## src/rtl/coal_pkg.sv

```systemverilog
`timescale 1ns/1ps
package coal_pkg;
    typedef enum logic [2:0] {
        SL_FREE,
        SL_PEND,
        SL_OUT,
        SL_FAN,
        SL_CLEAN
    } slot_st_e;
endpackage

```

## src/rtl/coal_slot.sv

```systemverilog
`timescale 1ns/1ps
module coal_slot
    import coal_pkg::*;
#(
    parameter int VPNW  = 20,
    parameter int PPNW  = 20,
    parameter int OFFW  = 12,
    parameter int PORTW = 2,
    parameter int TAGW  = 4,
    parameter int KEYW  = 8,
    parameter int MEMB  = 4,
    parameter int CNTW  = $clog2(MEMB + 1)
) (
    input  logic             clk,
    input  logic             rst_n,
    input  logic             alloc_i,
    input  logic             join_i,
    input  logic             issue_i,
    input  logic             hit_i,
    input  logic             pop_i,
    input  logic [VPNW-1:0]  vpn_i,
    input  logic [KEYW-1:0]  key_i,
    input  logic [OFFW-1:0]  off_i,
    input  logic [PORTW-1:0] port_i,
    input  logic [TAGW-1:0]  tag_i,
    input  logic [PPNW-1:0]  ppn_i,
    output slot_st_e         st_o,
    output logic [VPNW-1:0]  vpn_o,
    output logic [KEYW-1:0]  key_o,
    output logic             full_o,
    output logic [PPNW-1:0]  ppn_o,
    output logic [OFFW-1:0]  off_o,
    output logic [PORTW-1:0] port_o,
    output logic [TAGW-1:0]  tag_o
);
    localparam int MW = (MEMB > 1) ? $clog2(MEMB) : 1;

    slot_st_e         st_q, st_d;
    logic [CNTW-1:0]  cnt_q, fidx_q;
    logic [OFFW-1:0]  m_off  [MEMB];
    logic [PORTW-1:0] m_port [MEMB];
    logic [TAGW-1:0]  m_tag  [MEMB];
    logic             last;

    assign last = (CNTW'(fidx_q + 1'b1) == cnt_q);

    always_ff @(posedge clk or negedge rst_n) begin
        if (!rst_n) st_q <= SL_FREE;
        else        st_q <= st_d;
    end

    always_comb begin
        st_d = st_q;
        unique case (st_q)
            SL_FREE:  if (alloc_i)         st_d = SL_PEND;
            SL_PEND:  if (issue_i)         st_d = SL_OUT;
            SL_OUT:   if (hit_i)           st_d = SL_FAN;
            SL_FAN:   if (pop_i && last)   st_d = SL_CLEAN;
            SL_CLEAN:                      st_d = SL_FREE;
            default:                       st_d = SL_FREE;
        endcase
    end

    always_ff @(posedge clk or negedge rst_n) begin
        if (!rst_n) begin
            cnt_q  <= '0;
            fidx_q <= '0;
        end else begin
            if (alloc_i)     cnt_q <= CNTW'(1);
            else if (join_i) cnt_q <= cnt_q + 1'b1;
            if (hit_i)       fidx_q <= '0;
            else if (pop_i)  fidx_q <= fidx_q + 1'b1;
        end
    end

    always_ff @(posedge clk) begin
        if (alloc_i) begin
            vpn_o     <= vpn_i;
            key_o     <= key_i;
            m_off[0]  <= off_i;
            m_port[0] <= port_i;
            m_tag[0]  <= tag_i;
        end
        if (join_i) begin
            m_off[cnt_q[MW-1:0]]  <= off_i;
            m_port[cnt_q[MW-1:0]] <= port_i;
            m_tag[cnt_q[MW-1:0]]  <= tag_i;
        end
        if (hit_i) ppn_o <= ppn_i;
    end

    assign st_o   = st_q;
    assign full_o = (cnt_q == CNTW'(MEMB));
    assign off_o  = m_off[fidx_q[MW-1:0]];
    assign port_o = m_port[fidx_q[MW-1:0]];
    assign tag_o  = m_tag[fidx_q[MW-1:0]];

    AST_ALLOC_ONLY_FREE: assert property (@(posedge clk) disable iff (!rst_n)
        alloc_i |-> st_q == SL_FREE);
    AST_JOIN_NOT_FULL: assert property (@(posedge clk) disable iff (!rst_n)
        join_i |-> (st_q == SL_PEND && !full_o));
    AST_ISSUE_ONLY_PEND: assert property (@(posedge clk) disable iff (!rst_n)
        issue_i |-> st_q == SL_PEND);
    AST_HIT_ONLY_OUT: assert property (@(posedge clk) disable iff (!rst_n)
        hit_i |-> st_q == SL_OUT);
endmodule

```

## src/rtl/coal_order_fifo.sv

```systemverilog
`timescale 1ns/1ps
module coal_order_fifo #(
    parameter int DEPTH = 4,
    parameter int IDW   = 2,
    parameter int LANES = 2,
    parameter int CW    = $clog2(DEPTH + 1)
) (
    input  logic           clk,
    input  logic           rst_n,
    input  logic           push_i,
    input  logic [IDW-1:0] push_id_i,
    input  logic [CW-1:0]  pop_n_i,
    output logic [IDW-1:0] lane_id_o [LANES],
    output logic           lane_ok_o [LANES]
);
    localparam int PW = (DEPTH > 1) ? $clog2(DEPTH) : 1;

    logic [IDW-1:0] mem [DEPTH];
    logic [PW-1:0]  rd_q, wr_q;
    logic [CW-1:0]  cnt_q;

    function automatic logic [PW-1:0] wrap(input logic [PW-1:0] b, input int n);
        int t;
        t = int'(b) + n;
        if (t >= DEPTH) t = t - DEPTH;
        return PW'(t);
    endfunction

    always_ff @(posedge clk or negedge rst_n) begin
        if (!rst_n) begin
            rd_q  <= '0;
            wr_q  <= '0;
            cnt_q <= '0;
        end else begin
            if (push_i) wr_q <= wrap(wr_q, 1);
            rd_q  <= wrap(rd_q, int'(pop_n_i));
            cnt_q <= cnt_q + CW'(push_i) - pop_n_i;
        end
    end

    always_ff @(posedge clk) begin
        if (push_i) mem[wr_q] <= push_id_i;
    end

    always_comb begin
        for (int l = 0; l < LANES; l++) begin
            lane_id_o[l] = mem[wrap(rd_q, l)];
            lane_ok_o[l] = int'(cnt_q) > l;
        end
    end

    AST_ORDER_ROOM: assert property (@(posedge clk) disable iff (!rst_n)
        push_i |-> (int'(cnt_q) < DEPTH));
    AST_POP_WITHIN: assert property (@(posedge clk) disable iff (!rst_n)
        pop_n_i <= cnt_q);
endmodule

```

## src/rtl/coal_intake.sv

```systemverilog
`timescale 1ns/1ps
module coal_intake
    import coal_pkg::*;
#(
    parameter int NPORT = 4,
    parameter int VAW   = 32,
    parameter int PGB   = 12,
    parameter int SLOTS = 4,
    parameter int KEYW  = 8,
    parameter int PORTW = 2,
    parameter int IDW   = 2
) (
    input  logic [NPORT-1:0]     req_valid_i,
    input  logic [NPORT*VAW-1:0] req_vaddr_i,
    input  logic                 off_i,
    input  logic [KEYW-1:0]      cur_key_i,
    input  slot_st_e             st_i   [SLOTS],
    input  logic [VAW-PGB-1:0]   vpn_i  [SLOTS],
    input  logic [KEYW-1:0]      key_i  [SLOTS],
    input  logic                 full_i [SLOTS],
    output logic [NPORT-1:0]     req_ready_o,
    output logic                 acc_o,
    output logic                 join_o,
    output logic [IDW-1:0]       tgt_o,
    output logic [PORTW-1:0]     port_o,
    output logic [VAW-1:0]       vaddr_o
);
    logic             gv, hit, free, ok;
    logic [PORTW-1:0] gp;
    logic [IDW-1:0]   hslot, fslot;
    logic [VAW-1:0]   g_va;

    always_comb begin
        gv = 1'b0;
        gp = '0;
        for (int i = NPORT - 1; i >= 0; i--) begin
            if (req_valid_i[i]) begin
                gv = 1'b1;
                gp = PORTW'(i);
            end
        end
        g_va = req_vaddr_i[gp*VAW +: VAW];

        hit   = 1'b0;
        hslot = '0;
        free  = 1'b0;
        fslot = '0;
        for (int s = SLOTS - 1; s >= 0; s--) begin
            if (!off_i && st_i[s] == SL_PEND && key_i[s] == cur_key_i &&
                vpn_i[s] == g_va[VAW-1:PGB]) begin
                hit   = 1'b1;
                hslot = IDW'(s);
            end
            if (st_i[s] == SL_FREE) begin
                free  = 1'b1;
                fslot = IDW'(s);
            end
        end

        ok = gv && (hit ? !full_i[hslot] : free);
        req_ready_o = '0;
        if (ok) req_ready_o[gp] = 1'b1;
        acc_o   = ok;
        join_o  = hit;
        tgt_o   = hit ? hslot : fslot;
        port_o  = gp;
        vaddr_o = g_va;
    end
endmodule

```

## src/rtl/tlb_req_coalescer.sv

```systemverilog
`timescale 1ns/1ps
module tlb_req_coalescer
    import coal_pkg::*;
#(
    parameter int NPORT = 4,
    parameter int VAW   = 32,
    parameter int PGB   = 12,
    parameter int PPNW  = 20,
    parameter int TAGW  = 4,
    parameter int SLOTS = 4,
    parameter int MEMB  = 4,
    parameter int LANES = 2,
    parameter int WIN   = 1,
    parameter int KEYW  = 8,
    parameter int VPNW  = VAW - PGB,
    parameter int IDW   = (SLOTS > 1) ? $clog2(SLOTS) : 1,
    parameter int PORTW = (NPORT > 1) ? $clog2(NPORT) : 1
) (
    input  logic                  clk,
    input  logic                  rst_n,
    input  logic                  coalesce_off,
    input  logic [NPORT-1:0]      req_valid,
    output logic [NPORT-1:0]      req_ready,
    input  logic [NPORT*VAW-1:0]  req_vaddr,
    input  logic [NPORT*TAGW-1:0] req_tag,
    output logic [LANES-1:0]      lk_valid,
    output logic [LANES*VPNW-1:0] lk_vpn,
    output logic [LANES*IDW-1:0]  lk_id,
    input  logic                  tr_valid,
    input  logic [IDW-1:0]        tr_id,
    input  logic [PPNW-1:0]       tr_ppn,
    output logic                  resp_valid,
    output logic [PORTW-1:0]      resp_port,
    output logic [TAGW-1:0]       resp_tag,
    output logic [PPNW+PGB-1:0]   resp_paddr
);
    localparam int SUBW = (WIN > 1) ? $clog2(WIN) : 1;
    localparam int CW   = $clog2(SLOTS + 1);

    // window counter
    logic [SUBW-1:0] sub_q;
    logic [KEYW-1:0] cur_key;

    always_ff @(posedge clk or negedge rst_n) begin
        if (!rst_n) begin
            sub_q   <= '0;
            cur_key <= '0;
        end else if (sub_q == SUBW'(WIN - 1)) begin
            sub_q   <= '0;
            cur_key <= cur_key + 1'b1;
        end else begin
            sub_q <= sub_q + 1'b1;
        end
    end

    // slot views
    slot_st_e         s_st   [SLOTS];
    logic [VPNW-1:0]  s_vpn  [SLOTS];
    logic [KEYW-1:0]  s_key  [SLOTS];
    logic             s_full [SLOTS];
    logic [PPNW-1:0]  s_ppn  [SLOTS];
    logic [PGB-1:0]   s_off  [SLOTS];
    logic [PORTW-1:0] s_port [SLOTS];
    logic [TAGW-1:0]  s_tag  [SLOTS];
    logic [SLOTS-1:0] s_issue;

    // intake
    logic             acc, join_hit;
    logic [IDW-1:0]   tgt;
    logic [PORTW-1:0] in_port;
    logic [VAW-1:0]   in_va;
    logic [TAGW-1:0]  in_tag;

    coal_intake #(
        .NPORT(NPORT), .VAW(VAW), .PGB(PGB), .SLOTS(SLOTS),
        .KEYW(KEYW), .PORTW(PORTW), .IDW(IDW)
    ) u_intake (
        .req_valid_i (req_valid),
        .req_vaddr_i (req_vaddr),
        .off_i       (coalesce_off),
        .cur_key_i   (cur_key),
        .st_i        (s_st),
        .vpn_i       (s_vpn),
        .key_i       (s_key),
        .full_i      (s_full),
        .req_ready_o (req_ready),
        .acc_o       (acc),
        .join_o      (join_hit),
        .tgt_o       (tgt),
        .port_o      (in_port),
        .vaddr_o     (in_va)
    );

    assign in_tag = req_tag[in_port*TAGW +: TAGW];

    // creation order of pending groups
    logic [IDW-1:0] lane_id [LANES];
    logic           lane_ok [LANES];
    logic [CW-1:0]  pop_n;

    coal_order_fifo #(
        .DEPTH(SLOTS), .IDW(IDW), .LANES(LANES), .CW(CW)
    ) u_order (
        .clk       (clk),
        .rst_n     (rst_n),
        .push_i    (acc && !join_hit),
        .push_id_i (tgt),
        .pop_n_i   (pop_n),
        .lane_id_o (lane_id),
        .lane_ok_o (lane_ok)
    );

    // issue lanes: prefix of the order queue whose window has closed
    always_comb begin
        logic go;
        go       = 1'b1;
        pop_n    = '0;
        s_issue  = '0;
        lk_valid = '0;
        lk_vpn   = '0;
        lk_id    = '0;
        for (int l = 0; l < LANES; l++) begin
            go = go && lane_ok[l] && (s_key[lane_id[l]] != cur_key);
            if (go) begin
                lk_valid[l]               = 1'b1;
                lk_vpn[l*VPNW +: VPNW]    = s_vpn[lane_id[l]];
                lk_id[l*IDW +: IDW]       = lane_id[l];
                pop_n                     = pop_n + 1'b1;
                s_issue[lane_id[l]]       = 1'b1;
            end
        end
    end

    // response fan-out: lowest slot in FANOUT drives the response port
    logic           fsel_v;
    logic [IDW-1:0] fsel;

    always_comb begin
        fsel_v = 1'b0;
        fsel   = '0;
        for (int s = SLOTS - 1; s >= 0; s--) begin
            if (s_st[s] == SL_FAN) begin
                fsel_v = 1'b1;
                fsel   = IDW'(s);
            end
        end
        resp_valid = fsel_v;
        resp_port  = s_port[fsel];
        resp_tag   = s_tag[fsel];
        resp_paddr = {s_ppn[fsel], s_off[fsel]};
    end

    for (genvar s = 0; s < SLOTS; s++) begin : g_slot
        coal_slot #(
            .VPNW(VPNW), .PPNW(PPNW), .OFFW(PGB), .PORTW(PORTW),
            .TAGW(TAGW), .KEYW(KEYW), .MEMB(MEMB)
        ) u_slot (
            .clk     (clk),
            .rst_n   (rst_n),
            .alloc_i (acc && !join_hit && tgt == IDW'(s)),
            .join_i  (acc && join_hit && tgt == IDW'(s)),
            .issue_i (s_issue[s]),
            .hit_i   (tr_valid && tr_id == IDW'(s)),
            .pop_i   (fsel_v && fsel == IDW'(s)),
            .vpn_i   (in_va[VAW-1:PGB]),
            .key_i   (cur_key),
            .off_i   (in_va[PGB-1:0]),
            .port_i  (in_port),
            .tag_i   (in_tag),
            .ppn_i   (tr_ppn),
            .st_o    (s_st[s]),
            .vpn_o   (s_vpn[s]),
            .key_o   (s_key[s]),
            .full_o  (s_full[s]),
            .ppn_o   (s_ppn[s]),
            .off_o   (s_off[s]),
            .port_o  (s_port[s]),
            .tag_o   (s_tag[s])
        );
    end

    AST_ONE_GRANT: assert property (@(posedge clk) disable iff (!rst_n)
        $onehot0(req_valid & req_ready));
    AST_READY_NEEDS_VALID: assert property (@(posedge clk) disable iff (!rst_n)
        (req_ready & ~req_valid) == '0);
endmodule

```

## config.mk

```make
export PLATFORM = sky130hd
export DESIGN_NAME = tlb_req_coalescer
export DESIGN_NICKNAME = d
export VERILOG_FILES = /design/src/rtl/coal_pkg.sv /design/src/rtl/coal_slot.sv /design/src/rtl/coal_order_fifo.sv /design/src/rtl/coal_intake.sv /design/src/rtl/tlb_req_coalescer.sv
export SDC_FILE = /design/constraint.sdc
export NUM_CORES = 1
export LEC_CHECK = 0
export BUFFER_PORTS_ARGS = -buffer_cell sky130_fd_sc_hd__buf_4
export CORE_MARGIN = 2
export CORE_UTILIZATION = 30
export CTS_CLUSTER_DIAMETER = 100
export DETAILED_ROUTE_END_ITERATION = 16
export PLACE_DENSITY = 0.46
export SYNTH_ARGS = -nofsm -noshare
export SYNTH_HDL_FRONTEND = slang
export SYNTH_SLANG_ARGS = --single-unit
```

## constraint.sdc

```tcl
create_clock -name clk -period 5.3 [get_ports clk]
set_input_delay 0.53 -clock clk [delete_from_list [all_inputs] [get_ports clk]]
set_output_delay 0.53 -clock clk [all_outputs]
set_load 0.01 [all_outputs]
```

==> summary.txt <==
DRC violations left: 0
Setup Buffers After CTS: 0
Setup ws final: 0.407 ns
Core Box Area: 85100 um^2
Adder-cell share of the synthesized area: 1.15%
Drt total wl: 82.1 mm
Seq cells post-synth: 539
Main synth FF type: edfxtp_1
DPL Wire Length: 57.9 mm
# placed instances: 3145
Period utilization: 92.3%
Row count: 107
Syn nets: 1960
Pleak: 11.3 nW
Slew @ Worst Pin: 1.14 ns
Critical path arrival: 4.36 ns
Reg clk slew, reported paths: 0.06 ns
Avg WL per Cell: 25.2 um
Crit path cell chain: buf_4 -> nor3b_1 -> o21ai_0 -> a21boi_0 -> or4b_1 -> or4_4 -> nor3_4 -> nand4b_1 -> a221o_1 -> nand3_2 -> buf_4 -> nor2_1 -> buf_4
Hold WC Path Type: input port to register
Number of synthesized flops with an enable pin: 488
# clock sinks: 539
H-tree Lvls: 2
Final cell count without fillers: 3258
Routed Antenna Nets: 0
Sequential fraction of the synthesis area: 61.8%
Total CTS buffers: 60
Final clock skew: 0.0176 ns
Max-slew violations: 0
Maxcap violations: 0
Slew HR: 24.3%
CP endpoint kind: output pin
R2r endpoint: u_order.cnt_q[2]$_DFF_PN0_
Unique masters post-synth: 81
Global-route wire length before repair: 119 mm
Placement Setup Slack: 0.234 ns
Maximum vdd drop: 0.362 mV
Post-synthesis mux area share: 12.5%
FF-to-FF path depth: 14
Post-Synth XOR/XNOR Area: 3.67%
Initial DRC count: 1580
Tmin final: 4.89 ns
Worst skew pair latency: 0.63 ns
GP Congestion: 0.856
Clock buffer depth: 3
Initial Util: 30.3%
Critical path type: input port to output pin
CP peak stage delay: 0.59 ns
Number of global-route vias before repair: 17200
Nets: 2261
CTS tree: built
Crit path launch: req_valid[2]
Critical path required time: 4.77 ns
Area grow syn2layout: 23.3%
Initial antenna violation count: 2
Startpoint Class: input port
Total power: 0.0194 W
Cell repeated most along the worst path: buf_4
DR vias: 17000
Slowest-stage cell, CP: or4_4
Vias/cell: 5.21
Chip Height: 297 um
Final hold violations: 0
Worst setup path end: req_ready[1]
Final setup violation count: 0
Fmax: 0.204 GHz
Average instance area after synthesis: 14.6 um^2
Status: finished, final reports clean
CP Max Fanout: 66
Synthesized area: 25800 um^2
Cell count after synthesis: 1763
Router iterations before antenna repair: 7
Largest net degree at the start of global routing: 67
Die Wd: 297 um
GR Overflow Total: 0
GRT Total Usage: 18.3%
R2R Path Start: u_order.rd_q[0]$_DFF_PN0_
PD cells: 609 nW/um^2
Unrepaired setup endpoints after global routing: false
Synthesized-area fraction occupied by and/or/nand/nor cells: 12.1%
Antenna diode instance count: 0
Largest family of logic cells by synthesized area: multiplexers
Clock root cell: clkbuf_16
Complex-gate fraction of the synthesized area: 6.46%
Port bufs: 262
Share of layout cells above drive strength 1: 30.5%
Reg2Reg Setup Slack: 0.76 ns
Full die area: 88200 um^2
IO Count: 263
Ys Warns: 0
Async set or reset register ratio after synthesis: 9.46%
[worst max-delay path: cells and delay by family]
kind,cells,cell delay (ns)
and+or+nand+nor,7,2.19
buffers and inverters,3,0.92
AOI/OAI and AO/OA,3,0.70
[repair_timing]
| item | in CTS | in global routing |
|---|---|---|
| endpoints found under the setup margin | 0 | 4 |
| hold buffers | 1 | 0 |
| gates resized for setup | 0 | 1 |
| endpoints found under the hold margin | 51 | 0 |
[layout by cell type (no fill, tap or decap), types with 9 or more instances in the layout]
| cell type | synthesis | routed |
|---|---|---|
| nand3_1 | 25 | 25 |
| or2_2 | 9 | 9 |
| bufinv_16 | 0 | 10 |
| a31oi_1 | 18 | 18 |
| o21a_1 | 12 | 12 |
| ha_1 | 22 | 22 |
| nor2_2 | 1 | 9 |
| nand2b_1 | 41 | 41 |
| mux4_2 | 132 | 132 |
| nor2b_1 | 10 | 10 |
| and2_1 | 23 | 23 |
| nand2_1 | 108 | 108 |
| buf_4 | 2 | 322 |
| inv_1 | 40 | 40 |
| a22oi_1 | 18 | 18 |
| and3_1 | 29 | 29 |
| o211ai_1 | 16 | 16 |
| clkbuf_16 | 0 | 60 |
| nor4_1 | 15 | 12 |
| or3_1 | 38 | 38 |
| xnor2_1 | 46 | 46 |
| or4_1 | 19 | 19 |
| nor4b_1 | 12 | 11 |
| a21oi_1 | 33 | 33 |
| a222oi_1 | 20 | 20 |
| o21ai_0 | 77 | 67 |
| dfrtp_1 | 51 | 51 |
| nor2_1 | 91 | 80 |
| xor2_1 | 62 | 62 |
| o21ai_2 | 0 | 9 |
| nor3_1 | 44 | 38 |
| nand4_1 | 30 | 30 |
| clkinv_2 | 0 | 15 |
| buf_12 | 0 | 17 |
| mux2i_1 | 24 | 24 |
| edfxtp_1 | 488 | 488 |
| clkinv_1 | 1 | 13 |
[flip-flops by register name (all words and copies together), names as in the netlist, 3 cells and up]
name                  flops
g_slot.u_slot.st_o       12
g_slot.u_slot.cnt_q      12
u_order.mem               8
g_slot.u_slot.m_tag      64
g_slot.u_slot.m_off     192
g_slot.u_slot.key_o      32
cur_key                   8
g_slot.u_slot.vpn_o      80
g_slot.u_slot.ppn_o      80
u_order.cnt_q             3
g_slot.u_slot.fidx_q     12
g_slot.u_slot.m_port     32
[cells in the mapped netlist (4+ instances only)]
cell type	count	area, um^2
a21oi_2	6	52.6
nand2b_1	41	257
nor4_1	15	93.8
o21ai_0	77	385
nor4b_1	12	105
clkbuf_1	64	240
nor2_1	91	342
o211ai_1	16	120
inv_1	40	150
or3_1	38	238
and2_1	23	144
nand4_1	30	188
buf_2	16	80.1
mux4_2	132	2970
buf_1	17	63.8
a22oi_1	18	135
xnor2_1	46	403
or3b_2	8	70.1
o21a_1	12	90.1
and3_1	29	181
a21boi_0	5	37.5
a222oi_1	20	200
nand3_1	25	125
ha_1	22	275
or2b_1	5	37.5
o211a_1	5	50.1
mux2i_1	24	240
nor2b_1	10	62.6
xor2_1	62	543
a21oi_1	33	165
nor3b_1	10	75.1
or3b_1	7	61.3
or4_1	19	143
nor4_2	4	50.1
or2_2	9	56.3
nand2_1	108	405
a31oi_1	18	113
edfxtp_1	488	14700
nor3_1	44	220
dfrtp_1	51	1280
[layout make-up]
type	count	area (um^2)
clock inverter	43	490
tap	1144	1430
clock buffer	69	1560
inverter	41	154
multi-input combinational	1082	9430
fill	8137	53400
timing repair buffer	340	2770
sequential	539	15900
[cells by family (layout without fill, tap and decap cells)]
group	after synthesis	after routing
AND/OR/NAND/NOR	554	554
adder cells (fa/ha/maj)	23	23
AO/OA/AOI/OAI	240	240
buffers and inverters	142	493
XOR/XNOR	108	108
multiplexers	157	157
flip-flops	539	539
[worst min path at each step]
| stage | from | to | slack, ns | depth (start not counted) |
|---|---|---|---|---|
| 2_1_floorplan | rst_n | cur_key[0]$_DFF_PN0_ | 0.23 | 0 |
| 3_3_place_gp | u_order.cnt_q[2]$_DFF_PN0_ | u_order.cnt_q[2]$_DFF_PN0_ | 0.49 | 1 |
| 3_5_place_dp | u_order.cnt_q[2]$_DFF_PN0_ | u_order.cnt_q[2]$_DFF_PN0_ | 0.49 | 1 |
| 4_1_cts | tr_ppn[4] | g_slot[2].u_slot.ppn_o[4]$_DFFE_PP_ | 0.05 | 1 |
| 5_1_grt | tr_ppn[11] | g_slot[2].u_slot.ppn_o[11]$_DFFE_PP_ | 0.06 | 1 |
| 6_report | tr_ppn[16] | g_slot[2].u_slot.ppn_o[16]$_DFFE_PP_ | 0.11 | 1 |
[metal layers]
layer,up-vias,track usage (%),wire (um)
met1,8767,24.7,35000
met2,535,30.5,39900
met5,-,0,0
li1,7543,-,-
met4,0,5.54,2400
met3,135,2.78,4690
[metrics by stage]
step | cell area, um^2 | hold WS (ns) | TNS, ns | utilization [%]
after floorplan | 25800 | 0.234 | -17.04 | -
after global placement | 29700 | 0.489 | 0 | 34.9
after detailed placement | 29700 | 0.492 | 0 | 34.9
after CTS | 31800 | 0.0481 | 0 | 37.3
after global routing | 31800 | 0.0625 | 0 | 37.3
final | 31800 | 0.105 | 0 | 37.3
[where the power goes]
part           internal (W)  leakage [nW]  switching, W
combinational       0.00390          5.18       0.00475
sequential          0.00566          5.07      0.000713
clock               0.00259          1.01       0.00174
No activity file was read; power rests on OpenSTA's default activity.
